$ cat src/rtl/smu_pkg.sv
package smu_pkg;
  // true when diff (a - b modulo 2^w) places a strictly after b
  function automatic logic seq_after(input logic [31:0] diff, input int unsigned w);
    logic [31:0] m;
    m = (w >= 32) ? 32'hFFFF_FFFF : ((32'd1 << w) - 32'd1);
    return ((diff & m) != 32'd0) && !diff[w-1];
  endfunction
endpackage

$ cat src/rtl/smu_tag_store.sv
module smu_tag_store #(
  parameter int LINE_W = 16,
  parameter int SET_W  = 4
) (
  input  logic              clk_i,
  input  logic              rst_ni,
  input  logic [LINE_W-1:0] rd_line_i,
  output logic              rd_hit_o,
  input  logic              wr_en_i,
  input  logic [LINE_W-1:0] wr_line_i
);
  localparam int SETS  = 1 << SET_W;
  localparam int TAG_W = LINE_W - SET_W;

  logic [SETS-1:0]  vld_q;
  logic [TAG_W-1:0] tag_q [SETS];

  logic [SET_W-1:0] rd_set, wr_set;
  assign rd_set = rd_line_i[SET_W-1:0];
  assign wr_set = wr_line_i[SET_W-1:0];

  assign rd_hit_o = vld_q[rd_set] && (tag_q[rd_set] == rd_line_i[LINE_W-1:SET_W]);

  for (genvar s = 0; s < SETS; s++) begin : g_set
    always_ff @(posedge clk_i or negedge rst_ni) begin
      if (!rst_ni) begin
        vld_q[s] <= 1'b0;
        tag_q[s] <= '0;
      end else if (wr_en_i && (wr_set == SET_W'(s))) begin
        vld_q[s] <= 1'b1;
        tag_q[s] <= wr_line_i[LINE_W-1:SET_W];
      end
    end
  end
endmodule

$ cat src/rtl/smu_miss_table.sv
module smu_miss_table
  import smu_pkg::*;
#(
  parameter int N      = 4,
  parameter int LINE_W = 16,
  parameter int ID_W   = 6,
  parameter int SEQ_W  = 8,
  localparam int IDX_W = (N > 1) ? $clog2(N) : 1
) (
  input  logic              clk_i,
  input  logic              rst_ni,
  output logic              full_o,
  output logic [IDX_W-1:0]  free_idx_o,
  input  logic              alloc_i,
  input  logic [LINE_W-1:0] alloc_line_i,
  input  logic [ID_W-1:0]   alloc_id_i,
  input  logic [SEQ_W-1:0]  alloc_seq_i,
  input  logic              squash_i,
  input  logic [SEQ_W-1:0]  squash_seq_i,
  output logic [N-1:0]      kill_o,
  input  logic              rsp_i,
  input  logic [IDX_W-1:0]  rsp_idx_i,
  input  logic [SEQ_W-1:0]  rsp_seq_i,
  output logic              rsp_live_o,
  output logic [LINE_W-1:0] rsp_line_o,
  output logic [ID_W-1:0]   rsp_id_o
);
  logic [N-1:0]      vld_q, cxl_q, younger, match;
  logic [LINE_W-1:0] line_q [N];
  logic [ID_W-1:0]   id_q   [N];
  logic [SEQ_W-1:0]  seq_q  [N];

  assign full_o = &vld_q;

  always_comb begin
    free_idx_o = '0;
    for (int k = N - 1; k >= 0; k--)
      if (!vld_q[k]) free_idx_o = IDX_W'(k);
  end

  for (genvar k = 0; k < N; k++) begin : g_cmp
    logic [SEQ_W-1:0] diff;
    assign diff       = seq_q[k] - squash_seq_i;
    assign younger[k] = squash_i && seq_after(32'(diff), SEQ_W);
    assign match[k]   = rsp_i && vld_q[k] && (rsp_idx_i == IDX_W'(k)) && (seq_q[k] == rsp_seq_i);
    // a slot answered this cycle is never signalled downstream
    assign kill_o[k]  = vld_q[k] && !cxl_q[k] && younger[k] && !match[k];
  end

  always_comb begin
    rsp_live_o = 1'b0;
    rsp_line_o = '0;
    rsp_id_o   = '0;
    for (int k = 0; k < N; k++) begin
      if (match[k]) begin
        rsp_live_o = !cxl_q[k] && !younger[k];
        rsp_line_o = line_q[k];
        rsp_id_o   = id_q[k];
      end
    end
  end

  for (genvar k = 0; k < N; k++) begin : g_ent
    logic take;
    assign take = alloc_i && (free_idx_o == IDX_W'(k)) && !vld_q[k];
    always_ff @(posedge clk_i or negedge rst_ni) begin
      if (!rst_ni) begin
        vld_q[k]  <= 1'b0;
        cxl_q[k]  <= 1'b0;
        line_q[k] <= '0;
        id_q[k]   <= '0;
        seq_q[k]  <= '0;
      end else if (take) begin
        vld_q[k]  <= 1'b1;
        cxl_q[k]  <= 1'b0;
        line_q[k] <= alloc_line_i;
        id_q[k]   <= alloc_id_i;
        seq_q[k]  <= alloc_seq_i;
      end else if (match[k]) begin
        vld_q[k]  <= 1'b0;
        cxl_q[k]  <= 1'b0;
      end else if (kill_o[k]) begin
        cxl_q[k]  <= 1'b1;
      end
    end
  end
endmodule

$ cat src/rtl/spec_miss_unit.sv
module spec_miss_unit
  import smu_pkg::*;
#(
  parameter int N      = 4,
  parameter int LINE_W = 16,
  parameter int SET_W  = 4,
  parameter int ID_W   = 6,
  parameter int SEQ_W  = 8,
  parameter int DATA_W = 64,
  localparam int IDX_W = (N > 1) ? $clog2(N) : 1
) (
  input  logic              clk_i,
  input  logic              rst_ni,
  input  logic              req_valid_i,
  output logic              req_ready_o,
  input  logic [LINE_W-1:0] req_line_i,
  input  logic [ID_W-1:0]   req_id_i,
  input  logic [SEQ_W-1:0]  req_seq_i,
  output logic              hit_valid_o,
  output logic [ID_W-1:0]   hit_id_o,
  input  logic              squash_valid_i,
  input  logic [SEQ_W-1:0]  squash_seq_i,
  output logic              dn_req_valid_o,
  output logic [LINE_W-1:0] dn_req_line_o,
  output logic [IDX_W-1:0]  dn_req_idx_o,
  output logic [SEQ_W-1:0]  dn_req_seq_o,
  output logic [N-1:0]      dn_cancel_o,
  input  logic              dn_rsp_valid_i,
  input  logic [IDX_W-1:0]  dn_rsp_idx_i,
  input  logic [SEQ_W-1:0]  dn_rsp_seq_i,
  input  logic [DATA_W-1:0] dn_rsp_data_i,
  output logic              fill_valid_o,
  output logic [ID_W-1:0]   fill_id_o,
  output logic [DATA_W-1:0] fill_data_o
);
  logic              full, tag_hit, rsp_live;
  logic [IDX_W-1:0]  free_idx;
  logic [N-1:0]      kill;
  logic [LINE_W-1:0] rsp_line;
  logic [ID_W-1:0]   rsp_id;
  logic [SEQ_W-1:0]  req_diff;
  logic              fire, req_dead, miss_alloc, hit_ok;

  assign req_ready_o = !full;
  assign req_diff    = req_seq_i - squash_seq_i;
  assign fire        = req_valid_i && req_ready_o;
  assign req_dead    = squash_valid_i && seq_after(32'(req_diff), SEQ_W);
  assign miss_alloc  = fire && !tag_hit && !req_dead;
  assign hit_ok      = fire && tag_hit && !req_dead;

  smu_tag_store #(.LINE_W(LINE_W), .SET_W(SET_W)) u_tags (
    .clk_i     (clk_i),
    .rst_ni    (rst_ni),
    .rd_line_i (req_line_i),
    .rd_hit_o  (tag_hit),
    .wr_en_i   (rsp_live),
    .wr_line_i (rsp_line)
  );

  smu_miss_table #(.N(N), .LINE_W(LINE_W), .ID_W(ID_W), .SEQ_W(SEQ_W)) u_table (
    .clk_i        (clk_i),
    .rst_ni       (rst_ni),
    .full_o       (full),
    .free_idx_o   (free_idx),
    .alloc_i      (miss_alloc),
    .alloc_line_i (req_line_i),
    .alloc_id_i   (req_id_i),
    .alloc_seq_i  (req_seq_i),
    .squash_i     (squash_valid_i),
    .squash_seq_i (squash_seq_i),
    .kill_o       (kill),
    .rsp_i        (dn_rsp_valid_i),
    .rsp_idx_i    (dn_rsp_idx_i),
    .rsp_seq_i    (dn_rsp_seq_i),
    .rsp_live_o   (rsp_live),
    .rsp_line_o   (rsp_line),
    .rsp_id_o     (rsp_id)
  );

  // requests and cancels share one register stage: equal downstream latency
  always_ff @(posedge clk_i or negedge rst_ni) begin
    if (!rst_ni) begin
      hit_valid_o    <= 1'b0;
      hit_id_o       <= '0;
      dn_req_valid_o <= 1'b0;
      dn_req_line_o  <= '0;
      dn_req_idx_o   <= '0;
      dn_req_seq_o   <= '0;
      dn_cancel_o    <= '0;
      fill_valid_o   <= 1'b0;
      fill_id_o      <= '0;
      fill_data_o    <= '0;
    end else begin
      hit_valid_o    <= hit_ok;
      hit_id_o       <= req_id_i;
      dn_req_valid_o <= miss_alloc;
      dn_req_line_o  <= req_line_i;
      dn_req_idx_o   <= free_idx;
      dn_req_seq_o   <= req_seq_i;
      dn_cancel_o    <= kill;
      fill_valid_o   <= rsp_live;
      fill_id_o      <= rsp_id;
      fill_data_o    <= dn_rsp_data_i;
    end
  end
endmodule

$ cat config.mk
export PLATFORM = sky130hd
export DESIGN_NAME = spec_miss_unit
export DESIGN_NICKNAME = d
export VERILOG_FILES = /design/src/rtl/smu_pkg.sv /design/src/rtl/smu_tag_store.sv /design/src/rtl/smu_miss_table.sv /design/src/rtl/spec_miss_unit.sv
export SDC_FILE = /design/constraint.sdc
export NUM_CORES = 1
export LEC_CHECK = 0
export BUFFER_PORTS_ARGS = -buffer_cell sky130_fd_sc_hd__buf_2
export CAP_MARGIN = 10
export CORE_ASPECT_RATIO = 0.7
export CORE_MARGIN = 4
export CORE_UTILIZATION = 59
export CTS_CLUSTER_DIAMETER = 200
export DETAILED_ROUTE_END_ITERATION = 16
export PLACE_DENSITY = 0.8
export REMOVE_ABC_BUFFERS = 1
export SLEW_MARGIN = 40
export SYNTH_ARGS = -nofsm -noshare
export SYNTH_HDL_FRONTEND = slang
export SYNTH_SLANG_ARGS = --single-unit
$ cat constraint.sdc
create_clock -name clk_i -period 3.9 [get_ports clk_i]
set_input_delay 0.39 -clock clk_i [delete_from_list [all_inputs] [get_ports clk_i]]
set_output_delay 0.39 -clock clk_i [all_outputs]
set_load 0.01 [all_outputs]
==> reports/qor.yml <==
clk_latency_ns: 0.58
hpwlAfterDp_mm: 39.7
cp_max_fo: 8
worst_slew_pin_slew_ns: 0.773
setup_viol: 0
cts_root_buf: "clkbuf_16"
insertedDiodeCount: 0
fin_worst_skew_ns: 0.0255
htree_levels: 2
wl_met3_mm: 7.66
vias: 15726
die_area_sq_um: 37400
cts_sinks: 445
async_flop_share: 1.00
ant_nets: 0
die_y_microns: 163
first_pass_iters: 6
rows: 56
synthFlopType: "dfrtp_1"
totalWireLength_mm: 62.5
max_cap_violations: 0
io_pins: 227
cp.required_ns: 4.37
holdWs_ns: 0.0415
die_width_microns: 229
synth_edf_count: 0
ys_seq_area_frac: 0.551
area_growth_pct: 22.4
dp_cells: 2277
drc: 0
initial_utilization: 0.601
gr-total-overflow: 0
met2_length_mm: 28.4
post_synth_num_cell_types: 75
wl_met1_mm: 24.8
synth_seq_cells: 445
fin_crit_ns: 3.74
power_density_nw_per_um2: 498
fin_cells: 2428
cts_resized: 0
route.top_layer_used: "met4"
slew_headroom: 0.485
ys_warn_count: 0
synth_area_per_cell_sq_um: 12.4
antenna_found_initial: 0
dr.first_iter.drc_count: 2096
io_buffers: 226
fin_crit_sh: 0.958
placed_area_sq_um: 22600
rsz0062_at_grt: "no"
fmax_mhz: 268
slew_violations: 0
grt_first_pass_wirelength_mm: 97.3
gp_congestion: 0.952
endpoint_kind: "register"
final_area_sq_um: 24800
fin_nets: 2122
critical_path.startpoint_type: "register"
drt-vias-per-instance: 6.48
final.setup.worst_slack_ns: 0.165
grt_max_degree: 106
finish.utilization: 0.736
irDropWorstVdd_mv: 0.444
cp.arrival_ns: 4.21
clockBufferDepth: 3
min_path_type: "in2reg"
synthCells: 1631
avgRoutedWirePerCell_microns: 25.7
finalHoldViolCount: 0
critPathKind: "reg2reg"
p_leak_nw: 11.8
grt.total_usage: 0.337
cts_tree: "yes"
path_clk_slew_ns: 0.07
netlist_area_sq_um: 20200
pre_cts_ws_ns: 0.0324
coreArea_sq_um: 33600
cts_made_buffers: 41
outcome: "finished clean"
drive_gt1_frac: 0.238
grt_pass1_vias: 16387
[area by class of cell]
cell class	count	area, sq um
clock buffers	52	1140
clock inverters	19	256
fillers	2191	8870
inverters	136	510
multi-input cells	951	8270
flip-flops and latches	445	11100
well taps	435	544
repair buffers	390	2910
[routing by layer]
metal  global-route usage  vias up
li1                     -     6620
met1                0.469     7970
met2                0.519      993
met3                0.108      143
met4               0.0940        0
met5                    0        -
[placed cells by master, fill, tap and decap left out, drive strengths merged, types with 33 or more instances in the layout]
| cell type | n |
|---|---|
| dlygate4sd3 | 73 |
| clkbuf | 55 |
| xnor2 | 46 |
| ha | 35 |
| nor2 | 75 |
| buf | 314 |
| dfrtp | 445 |
| mux2i | 47 |
| mux4 | 37 |
| a22oi | 140 |
| mux2 | 126 |
| nand2 | 39 |
| inv | 137 |
| a21oi | 33 |
| a2bb2oi | 98 |
[critical path: stages, from the launching register on]
cell       delay [ns]
dfrtp_1          0.38
inv_1            0.08
ha_1             0.23
fa_1             0.41
nor2b_1          0.23
o21ai_0          0.20
a221oi_1         0.33
o2111ai_1        0.19
a311oi_1         0.46
a221o_1          0.36
o2111ai_1        0.27
buf_4            0.30
a22oi_1          0.22
[metrics by stage]
step | power [mW] | setup TNS [ns]
final | 12.3 | 0
after global routing | 12.9 | 0
after CTS | 12.2 | 0
after detailed placement | 8.02 | 0
after global placement | 7.87 | 0
after floorplan | 7.05 | -407.36
[registers in the layout, indices dropped and copies added (netlist names)]
| name | count |
|---|---|
| fill_id_o | 6 |
| u_table.seq_q | 32 |
| dn_cancel_o | 4 |
| hit_id_o | 6 |
| dn_req_seq_o | 8 |
| u_tags.vld_q | 16 |
| u_table.line_q | 64 |
| fill_data_o | 64 |
| fill_valid_o | 1 |
| dn_req_line_o | 16 |
| dn_req_valid_o | 1 |
| u_tags.tag_q | 192 |
| u_table.vld_q | 4 |
| u_table.cxl_q | 4 |
| hit_valid_o | 1 |
| dn_req_idx_o | 2 |
| u_table.id_q | 24 |
[cells by family (layout without fill, tap and decap cells)]
| logic type | count (synthesis) | in the layout | synth area share |
|---|---|---|---|
| AOI/OAI and AO/OA | 385 | 385 | 0.146 |
| xor gates and xnor gates | 67 | 67 | 0.0290 |
| adders and majority gates | 40 | 40 | 0.0266 |
| buffers and inverters | 235 | 597 | 0.0471 |
| DFF | 445 | 445 | 0.551 |
| muxes | 210 | 210 | 0.135 |
| and+or+nand+nor | 249 | 249 | 0.0656 |
[Yosys cell counts, drive strengths merged (37+ instances only)]
| library cell | number | area [sq um] |
|---|---|---|
| dfrtp | 445 | 11100 |
| a22oi | 140 | 1050 |
| inv | 136 | 510 |
| mux2 | 126 | 1420 |
| a2bb2oi | 98 | 858 |
| nor2 | 75 | 282 |
| clkbuf | 50 | 188 |
| buf | 49 | 254 |
| mux2i | 47 | 470 |
| xnor2 | 46 | 403 |
| nand2 | 39 | 146 |
| mux4 | 37 | 833 |
[worst paths after layout]
kind,from,endpoint,slack [ns],depth (start not counted)
worst min register to register,u_tags.vld_q[5],u_tags.vld_q[5],0.46,1
worst max register to register,u_table.seq_q[8],u_tags.tag_q[22],0.16,12
min in group asynchronous,rst_ni,u_table.seq_q[16],0.32,2
max in group asynchronous,rst_ni,fill_data_o[1],2.40,4
worst max-delay path,u_table.seq_q[8],u_tags.tag_q[22],0.16,12
worst min-delay path,req_id_i[1],hit_id_o[1],0.04,1
[power breakdown]
group	leakage, nW	internal (mW)	switching [mW]
combinational	5.87	1.14	1.35
clock	0.688	2.36	1.84
sequential	5.28	5.20	0.427
total	11.8	8.70	3.62
[timing repair]
item,CTS,global route
buffers inserted,0,3
endpoints found under the setup margin,0,15
hold endpoints to repair,171,0
hold buffers,73,0
Power figures use the tool's default switching activity.
